===== config.mk =====
export PLATFORM = sky130hd
export DESIGN_NAME = sclk_ladder_div
export DESIGN_NICKNAME = d
export VERILOG_FILES = /design/src/rtl/sclk_ladder_pkg.sv /design/src/rtl/sclk_ladder_ctrl.sv /design/src/rtl/sclk_ladder_dp.sv /design/src/rtl/sclk_ladder_div.sv
export SDC_FILE = /design/constraint.sdc
export NUM_CORES = 1
export LEC_CHECK = 0
export BUFFER_PORTS_ARGS = -buffer_cell sky130_fd_sc_hd__buf_2
export CORE_MARGIN = 3
export CORE_UTILIZATION = 25
export DETAILED_ROUTE_END_ITERATION = 7
export GPL_TIMING_DRIVEN = 0
export PLACE_DENSITY_LB_ADDON = 0.3
export SLEW_MARGIN = 5
export SYNTH_ARGS = -nofsm -noshare
export SYNTH_HDL_FRONTEND = slang
export SYNTH_SLANG_ARGS = --single-unit

===== constraint.sdc =====
create_clock -name clk -period 3.55 [get_ports clk]
set_clock_uncertainty 0.2 [all_clocks]
set_input_delay 0.71 -clock clk [delete_from_list [all_inputs] [get_ports clk]]
set_output_delay 0.71 -clock clk [all_outputs]
set_load 0.05 [all_outputs]

===== src/rtl/sclk_ladder_pkg.sv =====
package sclk_ladder_pkg;

  // Strobes from the control FSM to the counter datapath; at most one is set.
  typedef struct packed {
    logic load;     // begin a period: latch lengths, enter active level
    logic midFlip;  // end of active phase: go to idle level
    logic advance;  // plain count
    logic halt;     // stop: clear counter, force idle level
  } ladderStrobe_t;

endpackage


===== src/rtl/sclk_ladder_ctrl.sv =====
module sclk_ladder_ctrl
  import sclk_ladder_pkg::*;
#(
  parameter int CODE_W   = 5,
  parameter int MAX_CODE = 18,
  parameter int CNT_W    = 11
) (
  input  logic              clk,
  input  logic              rstN,
  input  logic              enable,
  input  logic [CODE_W-1:0] code,
  input  logic              allowDiv3,
  input  logic              atMid,
  input  logic              atEnd,
  output ladderStrobe_t     strobe,
  output logic [CNT_W-1:0]  ratio,
  output logic              active
);

  localparam logic [CODE_W-1:0] CODE_LIMIT = CODE_W'(MAX_CODE);

  // Ratio ladder built from constants, one entry per legal code.
  logic [CNT_W-1:0] ratioTab [0:MAX_CODE];

  for (genvar g = 0; g <= MAX_CODE; g++) begin : g_ladder
    localparam int RVAL = (g == 0) ? 0 :
                          ((g % 2) == 0) ? (1 << (g / 2 + 1)) :
                                           (3 << ((g - 1) / 2));
    assign ratioTab[g] = CNT_W'(RVAL);
  end

  logic [CODE_W-1:0] codeEff;
  logic              codeOk;
  logic              runQ;
  logic              runD;

  always_comb begin
    codeEff = (code > CODE_LIMIT) ? CODE_LIMIT : code;
    codeOk  = (codeEff >= CODE_W'(2)) || ((codeEff == CODE_W'(1)) && allowDiv3);
    ratio   = ratioTab[codeEff];
  end

  always_comb begin
    strobe = '0;
    if (!runQ) begin
      if (enable && codeOk) strobe.load = 1'b1;
      else                  strobe.halt = 1'b1;
    end else if (!enable) begin
      strobe.halt = 1'b1;
    end else if (atMid) begin
      strobe.midFlip = 1'b1;
    end else if (atEnd) begin
      if (codeOk) strobe.load = 1'b1;
      else        strobe.halt = 1'b1;
    end else begin
      strobe.advance = 1'b1;
    end
  end

  always_comb begin
    runD = runQ;
    if (strobe.load)      runD = 1'b1;
    else if (strobe.halt) runD = 1'b0;
  end

  always_ff @(posedge clk or negedge rstN) begin
    if (!rstN) runQ <= 1'b0;
    else       runQ <= runD;
  end

  assign active = runQ;

endmodule


===== src/rtl/sclk_ladder_dp.sv =====
module sclk_ladder_dp
  import sclk_ladder_pkg::*;
#(
  parameter int CNT_W = 11
) (
  input  logic             clk,
  input  logic             rstN,
  input  ladderStrobe_t    strobe,
  input  logic [CNT_W-1:0] ratio,
  input  logic             cpol,
  output logic             atMid,
  output logic             atEnd,
  output logic             sclk,
  output logic             edgeTick
);

  logic [CNT_W-1:0] cnt;
  logic [CNT_W-1:0] actLen;
  logic [CNT_W-1:0] perLen;
  logic             phaseQ;   // 1 = active level
  logic             tickQ;

  always_ff @(posedge clk or negedge rstN) begin
    if (!rstN) begin
      cnt    <= '0;
      actLen <= '0;
      perLen <= '0;
      phaseQ <= 1'b0;
      tickQ  <= 1'b0;
    end else if (strobe.load) begin
      cnt    <= '0;
      actLen <= ratio >> 1;
      perLen <= ratio;
      phaseQ <= 1'b1;
      tickQ  <= 1'b1;
    end else if (strobe.midFlip) begin
      cnt    <= cnt + CNT_W'(1);
      phaseQ <= 1'b0;
      tickQ  <= 1'b1;
    end else if (strobe.advance) begin
      cnt    <= cnt + CNT_W'(1);
      tickQ  <= 1'b0;
    end else begin
      cnt    <= '0;
      phaseQ <= 1'b0;
      tickQ  <= 1'b0;
    end
  end

  assign atMid    = (cnt == actLen - CNT_W'(1));
  assign atEnd    = (cnt == perLen - CNT_W'(1));
  assign sclk     = cpol ^ phaseQ;
  assign edgeTick = tickQ;

endmodule


===== src/rtl/sclk_ladder_div.sv =====
module sclk_ladder_div
  import sclk_ladder_pkg::*;
#(
  parameter int CODE_W   = 5,
  parameter int MAX_CODE = 18
) (
  input  logic              clk,
  input  logic              rstN,
  input  logic              enable,
  input  logic [CODE_W-1:0] code,
  input  logic              allowDiv3,
  input  logic              cpol,
  output logic              sclk,
  output logic              edgeTick,
  output logic              active
);

  // Largest ratio is below 2^(MAX_CODE/2+2).
  localparam int CNT_W = MAX_CODE / 2 + 2;

  ladderStrobe_t    strobe;
  logic [CNT_W-1:0] ratio;
  logic             atMid;
  logic             atEnd;

  sclk_ladder_ctrl #(.CODE_W(CODE_W), .MAX_CODE(MAX_CODE), .CNT_W(CNT_W)) u_ctrl (
    .clk(clk), .rstN(rstN), .enable(enable), .code(code), .allowDiv3(allowDiv3),
    .atMid(atMid), .atEnd(atEnd), .strobe(strobe), .ratio(ratio), .active(active)
  );

  sclk_ladder_dp #(.CNT_W(CNT_W)) u_dp (
    .clk(clk), .rstN(rstN), .strobe(strobe), .ratio(ratio), .cpol(cpol),
    .atMid(atMid), .atEnd(atEnd), .sclk(sclk), .edgeTick(edgeTick)
  );

endmodule


# Word-level counts from Yosys, hierarchy flattened
# Memory sizes are Yosys's and may differ from the RTL's.
# Cells that the tools add are included.
# W data, S select, Z words.
# op_classes
eq_ne,4
addsub,3
muxes,28
reduce_logical,4
bitwise,2
order_cmp,3
# op_table
operator,count
$mux W11,5
$eq A11 B11 Y1,2
$mux W1,19
$add A11 B1 Y11 const B,1
$sub A10 B1 Y11 const B,1
$sub A11 B1 Y11 const B,1
$ge A6 B6 Y1 const B,1
$not A5 Y6,1
$eq A5 B1 Y1 const B,1
$ge A5 B2 Y1 const B,1
$gt A5 B5 Y1 const B,1
$mux W5,1
$mux W2,2
$mux W3,1
$ne A3 B1 Y1 const B,1
$logic_and A1 B1 Y1,2
$reduce_bool A2 Y1,1
$logic_or A1 B1 Y1,1
$xor A1 B1 Y1,1
# totals
mem_bits_ro,352
out_inout_bits,3
reg_bits,35
inputBits,10
wordCells,51
memories,1
# memory_table
name,words,width,rd,rd_ports_with_merged_regs,write_ports,line_no,source
(name not given),32,11,1,0,0,sclk_ladder_ctrl.sv:40,ratio = ratioTab[codeEff];

# Longest topological paths before layout
# Gate-level depths: netlist (run 1).
# depth
ltp_word,13
ltp_mapped,10
ltp_nobuf,9

# By module
# A second synthesis (run 1) with hierarchy kept.
# hier_totals
hier_cells,224
hier_area_um2,1964.4
# modules_own_cells
mod,cells_per_inst,instances,seq_area_each_um2,area_per_inst_um2
sclk_ladder_dp,188,1,600.6,1686.6
sclk_ladder_ctrl,36,1,25.0,277.8

# Worst setup path before layout (run 1)
# OpenSTA, ideal clock, no wires.
# synth_path
path_type,register to register
startpoint,register u_dp.perLen[1]
endpoint,register u_dp.perLen[10]
arrival_time_ns,2.679
slack_ns,0.546
synth_period_minus_slack_ns,3.004
setup_time_ns,0.125
t_required_ns,3.225
stages_incl_launch_ff,11
n_path_buf,1
cell_sequence,dfrtp_1 > inv_1 > ha_1 > nor2b_1 > nand2_1 > or4_1 > and3_1 > o311ai_2 > a21oi_2 > buf_6 > mux2_4
# synth_between
elab_chain_cells,6
# synth_lines
item,line_no,source
from (decl),sclk_ladder_dp.sv:19,logic [CNT_W-1:0] perLen;
from (signal assigned),sclk_ladder_dp.sv:33,perLen <= ratio;
$sub A11 B1 Y11,sclk_ladder_dp.sv:51,assign atEnd = (cnt == perLen - CNT_W'(1));
$eq A11 B11 Y1,sclk_ladder_dp.sv:51,
$mux W1,sclk_ladder_ctrl.sv:52,end else if (atEnd) begin
$mux W1,sclk_ladder_ctrl.sv:50,end else if (atMid) begin
$mux W3,sclk_ladder_ctrl.sv:48,end else if (!enable) begin
$mux W1,sclk_ladder_ctrl.sv:45,if (!runQ) begin
# No other way between the ends.
# A chain may end at the register's enable or synchronous reset.

# Worst setup path in the final report (run 1)
# layout_path
startpoint,register u_dp.perLen[2]
endpoint,register u_dp.perLen[8]
# Same word-level chain as after synthesis.

==> summary.md, run 1 <==
| Metric | Value |
|---|---|
| Status | `finished, final reports clean` |
| Final #Nets | `264` |
| Mapped Nets | `248` |
| Slew headroom | `0.551` |
| CP Class | `flop to flop` |
| Worst Path Arrival | `3.29 ns` |
| Synth Area in XOR/XNOR | `0.142` |
| Top cell family by delay on the critical path | `simple AND/OR/NAND/NOR gates` |
| Area Overhead vs Synth | `12.1%` |
| Cell area after synthesis | `0.00198 sq mm` |
| Via/cell ratio | `4.79` |
| Seq cells post-synth | `25` |
| Critical path fanouts, max | `10` |
| Die Wd | `95.0 um` |
| Slowest cell on crit path | `dfrtp_1` |
| Tot GR Track Use | `0.115` |
| Synth unique cells | `53` |
| Fmax | `0.300 GHz` |
| Final GP Congestion | `0.796` |
| Peak VDD IR | `0.000130 V` |
| Post-synthesis compound-gate area fraction | `0.135` |
| Final worst path period share | `0.939` |
| DR WL/cell | `13.1 um` |
| Largest family of logic cells by synthesized area | `simple AND/OR/NAND/NOR gates` |
| Avg Cell Area, Syn | `8.42 sq um` |
| CTS Root Buffer Type | `clkbuf_8` |
| Most Crowded Layer GR | `met2` |
| Port Buffer Count | `11` |
| Mux share of post-synthesis cell area | `0.0633` |
| Worst r2r src | `u_dp.perLen[2]` |
| Post-synth EDFFs | `0` |
| Remaining global-route overflow | `0` |
| Largest net degree at the start of global routing | `26` |
| Placed Cells | `345` |
| Full die area | `0.00902 sq mm` |
| Post-synthesis cell count | `235` |
| Tmin final | `3.33 ns` |
| CTS Buf Count | `3` |
| Met2 usage | `0.185` |
| Placed Area | `0.00216 sq mm` |
| CTS tree | `built` |
| Cell area after layout | `0.00222 sq mm` |
| Pwr dens | `353 mW/mm^2` |
| R2R Path End | `u_dp.perLen[8]` |
| Grt met1 use | `0.164` |
| Pleak | `0.912 nW` |
| Layout cells sized above 1 | `0.140` |
| Die Height | `95.0 um` |
| CP endpoint kind | `flop` |
| Post-Place Setup Slack | `0.0447 ns` |
| Max clock buf depth | `2` |
| Asr flop ratio synth | `1.00` |
| Diodes inserted | `0` |
| Post-Synth Adder-Cell Area | `0.0190` |
| Reg2Reg Depth | `10` |
| Sequential fraction of the synthesis area | `0.316` |
| Core ar. | `0.00745 sq mm` |
| CTS sink cnt | `25` |
| TNS Setup | `0 ns` |
| DRT Pass-1 Iters | `4` |
| Routed wire length | `4.57 mm` |
| HP Class | `input port to async pin` |
| Final Util | `0.298` |
| Setup violations, final | `0` |
| Clock slew at reported path FFs | `0.09 ns` |
| Pins Over Slew Limit | `0` |
| Initial drt markers | `134` |
| Placed wire-length estimate | `3.66 mm` |
| Max cap viols | `0` |
| Setup crit start kind | `flop` |
| Post-synthesis simple-gate area fraction | `0.273` |
| Htree depth | `1` |
| RSZ-0062 raised after global routing | `no` |
| Delay of the slowest cell on the worst path | `0.47 ns` |
| I/O Pins | `13` |
| Non-filler cells, final | `349` |
| Antenna viol nets, final | `0` |
| Wire length of the first global-routing pass | `8.19 mm` |
| Vias in the first global route | `1694` |
| Ys flop type | `dfrtp_1` |
| Rows | `31` |
| Final hold vios | `0` |
| Worst Path Buf+Inv | `2` |
| Worst-Margin Slew | `0.668 ns` |
| Worst skew pair latency | `0.26 ns` |
| Total number of vias | `1671` |
| CP cell instances | `inv_1 > ha_1 > nor2b_4 > nand2_1 > or4_1 > and3_1 > o311ai_2 > a21oi_2 > buf_6 > mux2_4` |
| Met3 Track Usage GR | `0.0143` |
| CP Data Required Time | `3.51 ns` |
| PnR worst setup slack | `0.216 ns` |
| Remaining DRCs | `0` |
| Antenna violations before repair | `0` |
| Initial Util | `0.266` |
| Hold_buf cts | `0` |
| YS warnings | `0` |
| Reg2Reg Setup Slack | `0.22 ns` |
-- registers in the layout (all words and copies together) (netlist names) --
name / cells
u_dp.perLen: 11
u_dp.phaseQ: 1
u_dp.edgeTick: 1
u_ctrl.active: 1
u_dp.cnt: 11
-- per-stage QoR --
step / hold WS (ns) / total power [W]
floorplan: 0.214 / 0.000547
global placement: 0.368 / 0.000615
detailed placement: 0.377 / 0.000616
CTS: 0.241 / 0.000789
global route: 0.264 / 0.000848
finish: 0.224 / 0.000783
-- cells by family (layout without fill, tap and decap cells) --
family	count (synthesis)	in the layout
buf+inv	23	38
mux	10	10
compound gates	35	35
simple gates	107	107
fa+ha+maj	3	3
flops	25	25
xor+xnor	32	32
-- where the power goes --
part           internal, W  switching, W
logic             0.000125      0.000169
clock network    0.0000802     0.0000879
registers         0.000301     0.0000204
-- worst max-delay path by stage --
stage	cells after the start	to	slack [ns]	start
after global placement	10	u_dp.perLen[10]	0.04	u_dp.perLen[2]
after CTS	10	u_dp.perLen[8]	0.009	u_dp.perLen[2]
after floorplan	10	u_dp.perLen[10]	0.55	u_dp.perLen[1]
after detailed placement	10	u_dp.perLen[10]	0.04	u_dp.perLen[2]
after global routing	10	u_dp.perLen[8]	0.01	u_dp.perLen[2]
final	10	u_dp.perLen[8]	0.22	u_dp.perLen[2]
-- area by class of cell --
cell class / count / area, sq um
Tap cell: 99 / 124
Timing Repair Buffer: 11 / 55.1
Multi-Input combinational cell: 187 / 1260
Fill cell: 809 / 5230
Clock buffer: 4 / 45.0
Inverter: 10 / 37.5
Buffer: 13 / 65.1
Sequential cell: 25 / 626
-- synthesized netlist by cell type, types with 2 or more instances --
library cell  count  area [sq um]
nor2_1           32           120
dfrtp_1          25           626
nand2_1          18          67.6
xnor2_1          17           149
xor2_1           15           131
nand3_1          13          65.1
inv_1            10          37.5
clkbuf_1          9          33.8
nand2b_1          9          56.3
nor3_1            8          40.0
o21ai_0           7          35.0
a21oi_1           4          20.0
mux2_2            4          45.0
mux2_4            4          60.1
and3_1            3          18.8
ha_1              3          37.5
nand4_1           3          18.8
nor2b_1           3          18.8
nor4_1            3          18.8
or3_1             3          18.8
a21boi_0          2          15.0
a31oi_1           2          12.5
and2_1            2          12.5
buf_6             2          22.5
mux2i_1           2          20.0
o21bai_1          2          15.0
o2bb2ai_1         2          17.5
o31a_1            2          17.5
or4_1             2          15.0
-- repair_timing --
| action | CTS | global route |
|---|---|---|
| setup buffers | 0 | 0 |
| gates resized for setup | 0 | 4 |
| endpoints found under the setup margin | 0 | 23 |
-- cell usage in the layout, fill, tap and decap left out, types with 7 or more instances in the layout --
master / synthesis / routed
buf_2: 1 / 12
clkbuf_1: 9 / 10
dfrtp_1: 25 / 25
inv_1: 10 / 10
nand2_1: 18 / 18
nand2b_1: 9 / 9
nand3_1: 13 / 13
nor2_1: 32 / 32
nor3_1: 8 / 8
o21ai_0: 7 / 7
xnor2_1: 17 / 17
xor2_1: 15 / 15
-- per-layer routing --
metal	vias up	routed length [um]
met2	22	2130
met4	0	25
met5	-	0
met3	2	127
li1	847	-
met1	800	2290
(Power assumes the default switching activity.)
==> run 2: changes to the inputs <==
PLACE_DENSITY = 0.43   (was not set)
PLACE_DENSITY_LB_ADDON = not set   (was 0.3)
==> run 2 against run 1 <==
Against the previous run: wire length increased by 8.9%; die area unchanged; first-iteration DRC count decreased by 40%; combinational power increased by 6%; total power increased by 2.0%; cell count unchanged; cell area increased by 1.4%; critical endpoint unchanged.
==> summary.md, run 2 (synthesis results as in run 1) <==
| Metric | Value |
|---|---|
| Tmin final | `3.29 ns (-0.0472 ns)` |
| Wire length of the first global-routing pass | `8.14 mm (-0.59%)` |
| Hold Slack | `0.229 ns (+0.00593 ns)` |
| Pwr dens | `355 mW/mm^2 (+0.63%)` |
| Post-CTS Setup Inserts | `0 (unchanged)` |
| CP Data Required Time | `3.51 ns (about the same)` |
| Cell area after layout | `0.00225 sq mm (+1.4%)` |
| Antenna viol nets, final | `0 (unchanged)` |
| CTS tree | `built` |
| CP endpoint kind | `flop` |
| Placed Area | `0.00216 sq mm (unchanged)` |
| Largest registers | `u_dp.cnt (11), u_dp.perLen (11)` |
| Htree depth | `1 (unchanged)` |
| Vias in the first global route | `1557 (-8.1%)` |
| Final worst path period share | `0.926 (-0.0133)` |
| Fmax | `0.304 GHz (+1.4%)` |
| Rows | `31 (unchanged)` |
| Max cap viols | `0 (unchanged)` |
| Post-CTS resize count | `1 (+1)` |
| CP cell instances | `inv_1 > ha_1 > nor2b_4 > nand2_1 > or4_1 > and3_1 > o311ai_4 > a21oi_2 > buf_6 > mux2_4` |
| CP Class | `flop to flop` |
| Full die area | `0.00902 sq mm (unchanged)` |
| Reg area | `626 sq um (unchanged)` |
| Commonest non-fill, non-tap cell in the layout | `nor2_1` |
| Setup crit start kind | `flop` |
| Fillcell total | `812 (+0.37%)` |
| Final #Nets | `264 (unchanged)` |
| Core ar. | `0.00745 sq mm (unchanged)` |
| Critical path fanouts, max | `10 (unchanged)` |
| Peak VDD IR | `0.000110 V (-15%)` |
| Initial drt markers | `81 (-40%)` |
| Via/cell ratio | `4.75 (-0.84%)` |
| Setup violations, final | `0 (unchanged)` |
| Delay of the slowest cell on the worst path | `0.48 ns (about the same)` |
| I/O Pins | `13 (unchanged)` |
| Max clock buf depth | `2 (unchanged)` |
| Remaining DRCs | `0 (unchanged)` |
| Slowest cell on crit path | `dfrtp_1` |
| Port Buffer Count | `11 (unchanged)` |
| Diodes inserted | `0 (unchanged)` |
| Worst skew pair latency | `0.27 ns (about the same)` |
| Die Wd | `95.0 um (unchanged)` |
| Tot GR Track Use | `0.118 (+0.00266)` |
| Non-filler cells, final | `349 (unchanged)` |
| Slew headroom | `0.549 (-0.00127)` |
| HP Class | `input port to async pin` |
| Placed Cells | `345 (unchanged)` |
| CTS Root Buffer Type | `clkbuf_8` |
| Antenna violations before repair | `0 (unchanged)` |
| PnR worst setup slack | `0.263 ns (+0.0472 ns)` |
| Worst Path Arrival | `3.24 ns (-0.05 ns)` |
| Total number of vias | `1657 (-0.84%)` |
| Clock slew at reported path FFs | `0.08 ns (about the same)` |
| DRT Pass-1 Iters | `4 (unchanged)` |
| Pleak | `0.917 nW (+0.57%)` |
| Final GP Congestion | `0.785 (-1.3%)` |
| Initial Util | `0.266 (unchanged)` |
| Die Height | `95.0 um (unchanged)` |
| Placed wire-length estimate | `3.83 mm (+4.5%)` |
| Status | `finished, final reports clean` |
| CTS Buf Count | `3 (unchanged)` |
| Most frequent cells in the layout | `32 x nor2_1, 25 x dfrtp_1, 18 x nand2_1, 17 x xnor2_1, 15 x xor2_1` |
| Final hold vios | `0 (unchanged)` |
| CTS sink cnt | `25 (unchanged)` |
| Remaining global-route overflow | `0 (unchanged)` |
| Routed wire length | `4.98 mm (+8.9%)` |
| Post-Place Setup Slack | `-0.0106 ns (-0.0553 ns)` |
| Hold_buf cts | `0 (unchanged)` |
| Pins Over Slew Limit | `0 (unchanged)` |
| Area Overhead vs Synth | `13.6%` |
| DR WL/cell | `14.3 um (+8.9%)` |
| Layout cells sized above 1 | `0.156 (+0.0160)` |
| Largest net degree at the start of global routing | `26 (unchanged)` |
| Multi-input gate area | `0.00129 sq mm (+2.3%)` |
| Worst-Margin Slew | `0.670 ns (+0.00188 ns)` |
[run 2: final cells by class]
class / instances / area share
Timing Repair Buffer: 11 / 0.0245
Tap cell: 99 / 0.0551
Clock buffer: 4 / 0.0200
Buffer: 13 / 0.0295
Multi-Input combinational cell: 187 / 0.576
Sequential cell: 25 / 0.278
Inverter: 10 / 0.0167
[run 2: per-stage QoR]
| stage | setup TNS, ns | util | power [W] |
|---|---|---|---|
| 6_report | 0 | 0.302 | 0.000799 |
| 4_1_cts | 0 | 0.296 | 0.000794 |
| 2_1_floorplan | 0 | - | 0.000547 |
| 3_3_place_gp | -0.0411 | 0.290 | 0.000622 |
| 5_1_grt | -0.0199 | 0.302 | 0.000852 |
| 3_5_place_dp | -0.0380 | 0.290 | 0.000621 |
[run 2: final timing paths]
check                          startpoint             end  slack [ns]  cells after the start
max                        u_dp.perLen[2]  u_dp.perLen[8]        0.26                     10
min                                  rstN  u_dp.perLen[5]        0.23                      1
max reg2reg                u_dp.perLen[2]  u_dp.perLen[8]        0.26                     10
min reg2reg                   u_dp.cnt[0]     u_dp.cnt[0]        0.37                      1
max in group asynchronous            rstN    u_dp.cnt[10]        2.54                      1
min in group clk              u_dp.cnt[0]     u_dp.cnt[0]        0.37                      1
[run 2: critical path: cells and delay by family (launching register included)]
family                     cells  cell delay (ns)
and+or+nand+nor                4             1.05
AOI/OAI and AO/OA              2             0.55
DFF                            1             0.48
buffers and inverters          2             0.31
muxes                          1             0.29
adders and majority gates      1             0.28
[run 2: power by group]
group          switching [W]  leakage [nW]  internal, W
logic               0.000183         0.556     0.000127
registers          0.0000206         0.338     0.000301
clock network      0.0000867        0.0228    0.0000802
total               0.000290         0.917     0.000508
[run 2: metal layers]
| metal | track usage | vias up | part of all wire |
|---|---|---|---|
| li1 | - | 847 | - |
| met3 | 0.0120 | 2 | 0.017 |
| met4 | 0.0325 | 0 | 0.0058 |
| met1 | 0.172 | 787 | 0.51 |
| met2 | 0.183 | 21 | 0.47 |
| met5 | 0 | - | 0 |
==> run 3: changes to the inputs <==
PLACE_DENSITY = not set   (was 0.43)
PLACE_DENSITY_LB_ADDON = 0.2   (was not set)
SLEW_MARGIN = not set   (was 5)
==> run 3 against run 2 <==
Against the previous run: combinational power down 5%; non-clock buffer count unchanged; critical path depth unchanged; clock power about the same; hold slack worse by 0.0077 ns; largest power group unchanged; core utilization down 0.32 points; first-iteration DRC count up 8.6%; worst setup slack worse by 0.031 ns.
==> summary.md, run 3 (synthesis results as in run 1) <==
| Metric | Value |
|---|---|
| Fillcell total | `825 (+1.6%)` |
| Remaining global-route overflow | `0 (unchanged)` |
| CTS Root Buffer Type | `clkbuf_8` |
| Core ar. | `0.00745 sq mm (unchanged)` |
| DR WL/cell | `13.5 um (-5.3%)` |
| Internal | `0.000507 W (-0.37%)` |
| Status | `finished, final reports clean` |
| Largest net degree at the start of global routing | `26 (unchanged)` |
| Final GP Congestion | `0.738 (-6.1%)` |
| Diodes inserted | `0 (unchanged)` |
| Placed wire-length estimate | `3.76 mm (-1.8%)` |
| Post-CTS resize count | `2 (+1)` |
| Final hold vios | `0 (unchanged)` |
| Final #Nets | `264 (unchanged)` |
| Slew headroom | `0.517 (-0.0324)` |
| Initial Util | `0.266 (unchanged)` |
| Layout cells sized above 1 | `0.144 (-0.0120)` |
| Slowest cell on crit path | `dfrtp_1` |
| Hold_buf cts | `0 (unchanged)` |
| CP Class | `flop to flop` |
| Worst Path Arrival | `3.27 ns (+0.03 ns)` |
| Die Wd | `95.0 um (unchanged)` |
| Cell area after layout | `0.00222 sq mm (-1.1%)` |
| Combinational share of power | `0.377 (-0.011)` |
| Setup violations, final | `0 (unchanged)` |
| Initial drt markers | `88 (+8.6%)` |
| I/O Pins | `13 (unchanged)` |
| Die Height | `95.0 um (unchanged)` |
| Fmax | `0.301 GHz (-0.92%)` |
| Antenna viol nets, final | `0 (unchanged)` |
| CP cell instances | `inv_1 > ha_1 > nor2b_4 > nand2_1 > or4_1 > and3_1 > o311ai_2 > a21oi_2 > buf_6 > mux2_4` |
| Power share of the clock group | `0.214 (+0.005)` |
| Setup crit start kind | `flop` |
| Delay of the slowest cell on the worst path | `0.48 ns (about the same)` |
| CTS sink cnt | `25 (unchanged)` |
| Area Overhead vs Synth | `12.4%` |
| Pins Over Slew Limit | `0 (unchanged)` |
| Via/cell ratio | `4.74 (about the same)` |
| Total number of vias | `1656 (-0.060%)` |
| Critical path fanouts, max | `10 (unchanged)` |
| CP Data Required Time | `3.51 ns (about the same)` |
| Htree depth | `1 (unchanged)` |
| Hold Slack | `0.222 ns (-0.00768 ns)` |
| Psw | `0.000280 W (-3.6%)` |
| Tot GR Track Use | `0.114 (-0.00341)` |
| Rows | `31 (unchanged)` |
| Routed wire length | `4.71 mm (-5.3%)` |
| Tmin final | `3.32 ns (+0.0307 ns)` |
| CTS tree | `built` |
| CP endpoint kind | `flop` |
| CTS Buf Count | `3 (unchanged)` |
| Pleak | `0.913 nW (-0.49%)` |
| Antenna violations before repair | `0 (unchanged)` |
| Full die area | `0.00902 sq mm (unchanged)` |
| Wire length of the first global-routing pass | `7.96 mm (-2.3%)` |
| Commonest non-fill, non-tap cell in the layout | `nor2_1` |
| Placed Area | `0.00216 sq mm (unchanged)` |
| Max cap viols | `0 (unchanged)` |
| Most frequent cells in the layout | `32 x nor2_1, 25 x dfrtp_1, 18 x nand2_1, 17 x xnor2_1, 15 x xor2_1` |
| Pwr dens | `354 mW/mm^2 (-0.48%)` |
| Sequential power share | `0.409 (+0.006)` |
| Clock slew at reported path FFs | `0.09 ns (about the same)` |
| Max clock buf depth | `2 (unchanged)` |
| DRT Pass-1 Iters | `4 (unchanged)` |
| Worst-Margin Slew | `0.718 ns (+0.0482 ns)` |
| Vias in the first global route | `1515 (-2.7%)` |
| Sw Share | `0.356 (-0.00752)` |
| Post-CTS Setup Inserts | `0 (unchanged)` |
| Worst skew pair latency | `0.27 ns (about the same)` |
| Port Buffer Count | `11 (unchanged)` |
| Final worst path period share | `0.935 (+0.00864)` |
| Remaining DRCs | `0 (unchanged)` |
| HP Class | `input port to async pin` |
| Largest registers | `u_dp.cnt (11), u_dp.perLen (11)` |
| Peak VDD IR | `0.000170 V (+54%)` |
## run 3: final timing paths
path,from,to,slack (ns),depth (start not counted)
worst max-delay path,u_dp.perLen[2],u_dp.perLen[10],0.23,10
worst min-delay path,rstN,u_dp.perLen[5],0.22,1
worst max register to register,u_dp.perLen[2],u_dp.perLen[10],0.23,10
worst min register to register,u_dp.cnt[0],u_dp.cnt[0],0.38,1
max in group asynchronous,rstN,u_dp.cnt[9],2.56,1
min in group clk,u_dp.cnt[0],u_dp.cnt[0],0.38,1
## run 3: power by group through the flow
| stage | Clock (W) | Combinational, W | Sequential [W] |
|---|---|---|---|
| finish | 0.000169 | 0.000296 | 0.000321 |
| global route | 0.000188 | 0.000335 | 0.000325 |
| CTS | 0.000179 | 0.000296 | 0.000321 |
| floorplan | 0 | 0.000221 | 0.000326 |
| global placement | 0 | 0.000294 | 0.000326 |
| detailed placement | 0 | 0.000293 | 0.000327 |
## run 3: cell type report
class	instances	area, sq um	share of cell area
sequential	25	626	0.281
clock buffer	4	45.0	0.0203
inverter	10	37.5	0.0169
buffer	13	65.1	0.0293
timing repair buffer	11	55.1	0.0248
multi-input combinational	187	1270	0.572
tap	99	124	0.0557
## run 3: through the flow
stage | power (W) | std cells | utilization | TNS, ns | worst slack [ns]
after detailed placement | 0.000620 | 345 | 0.290 | -0.0592 | -0.0198
after global routing | 0.000849 | 349 | 0.299 | -0.0142 | -0.0109
after CTS | 0.000797 | 349 | 0.297 | 0 | 0.0885
after floorplan | 0.000547 | 235 | - | 0 | 0.546
final | 0.000786 | 349 | 0.299 | 0 | 0.232
after global placement | 0.000620 | 345 | 0.290 | -0.0655 | -0.0176
## run 3: critical path: cells and delay by family (launching register included)
family | cells | cell delay (ns)
buffers and inverters | 2 | 0.31
DFF | 1 | 0.48
AOI/OAI and AO/OA | 2 | 0.62
adders and majority gates | 1 | 0.27
and+or+nand+nor | 4 | 1.03
muxes | 1 | 0.29
## run 3: routing by layer
metal / share of wire / track usage / vias up / wire [um]
li1: - / - / 849 / -
met1: 0.50 / 0.163 / 782 / 2350
met2: 0.46 / 0.181 / 21 / 2170
met3: 0.032 / 0.0159 / 4 / 150
met4: 0.0074 / 0.0276 / 0 / 35
met5: 0 / 0 / - / 0
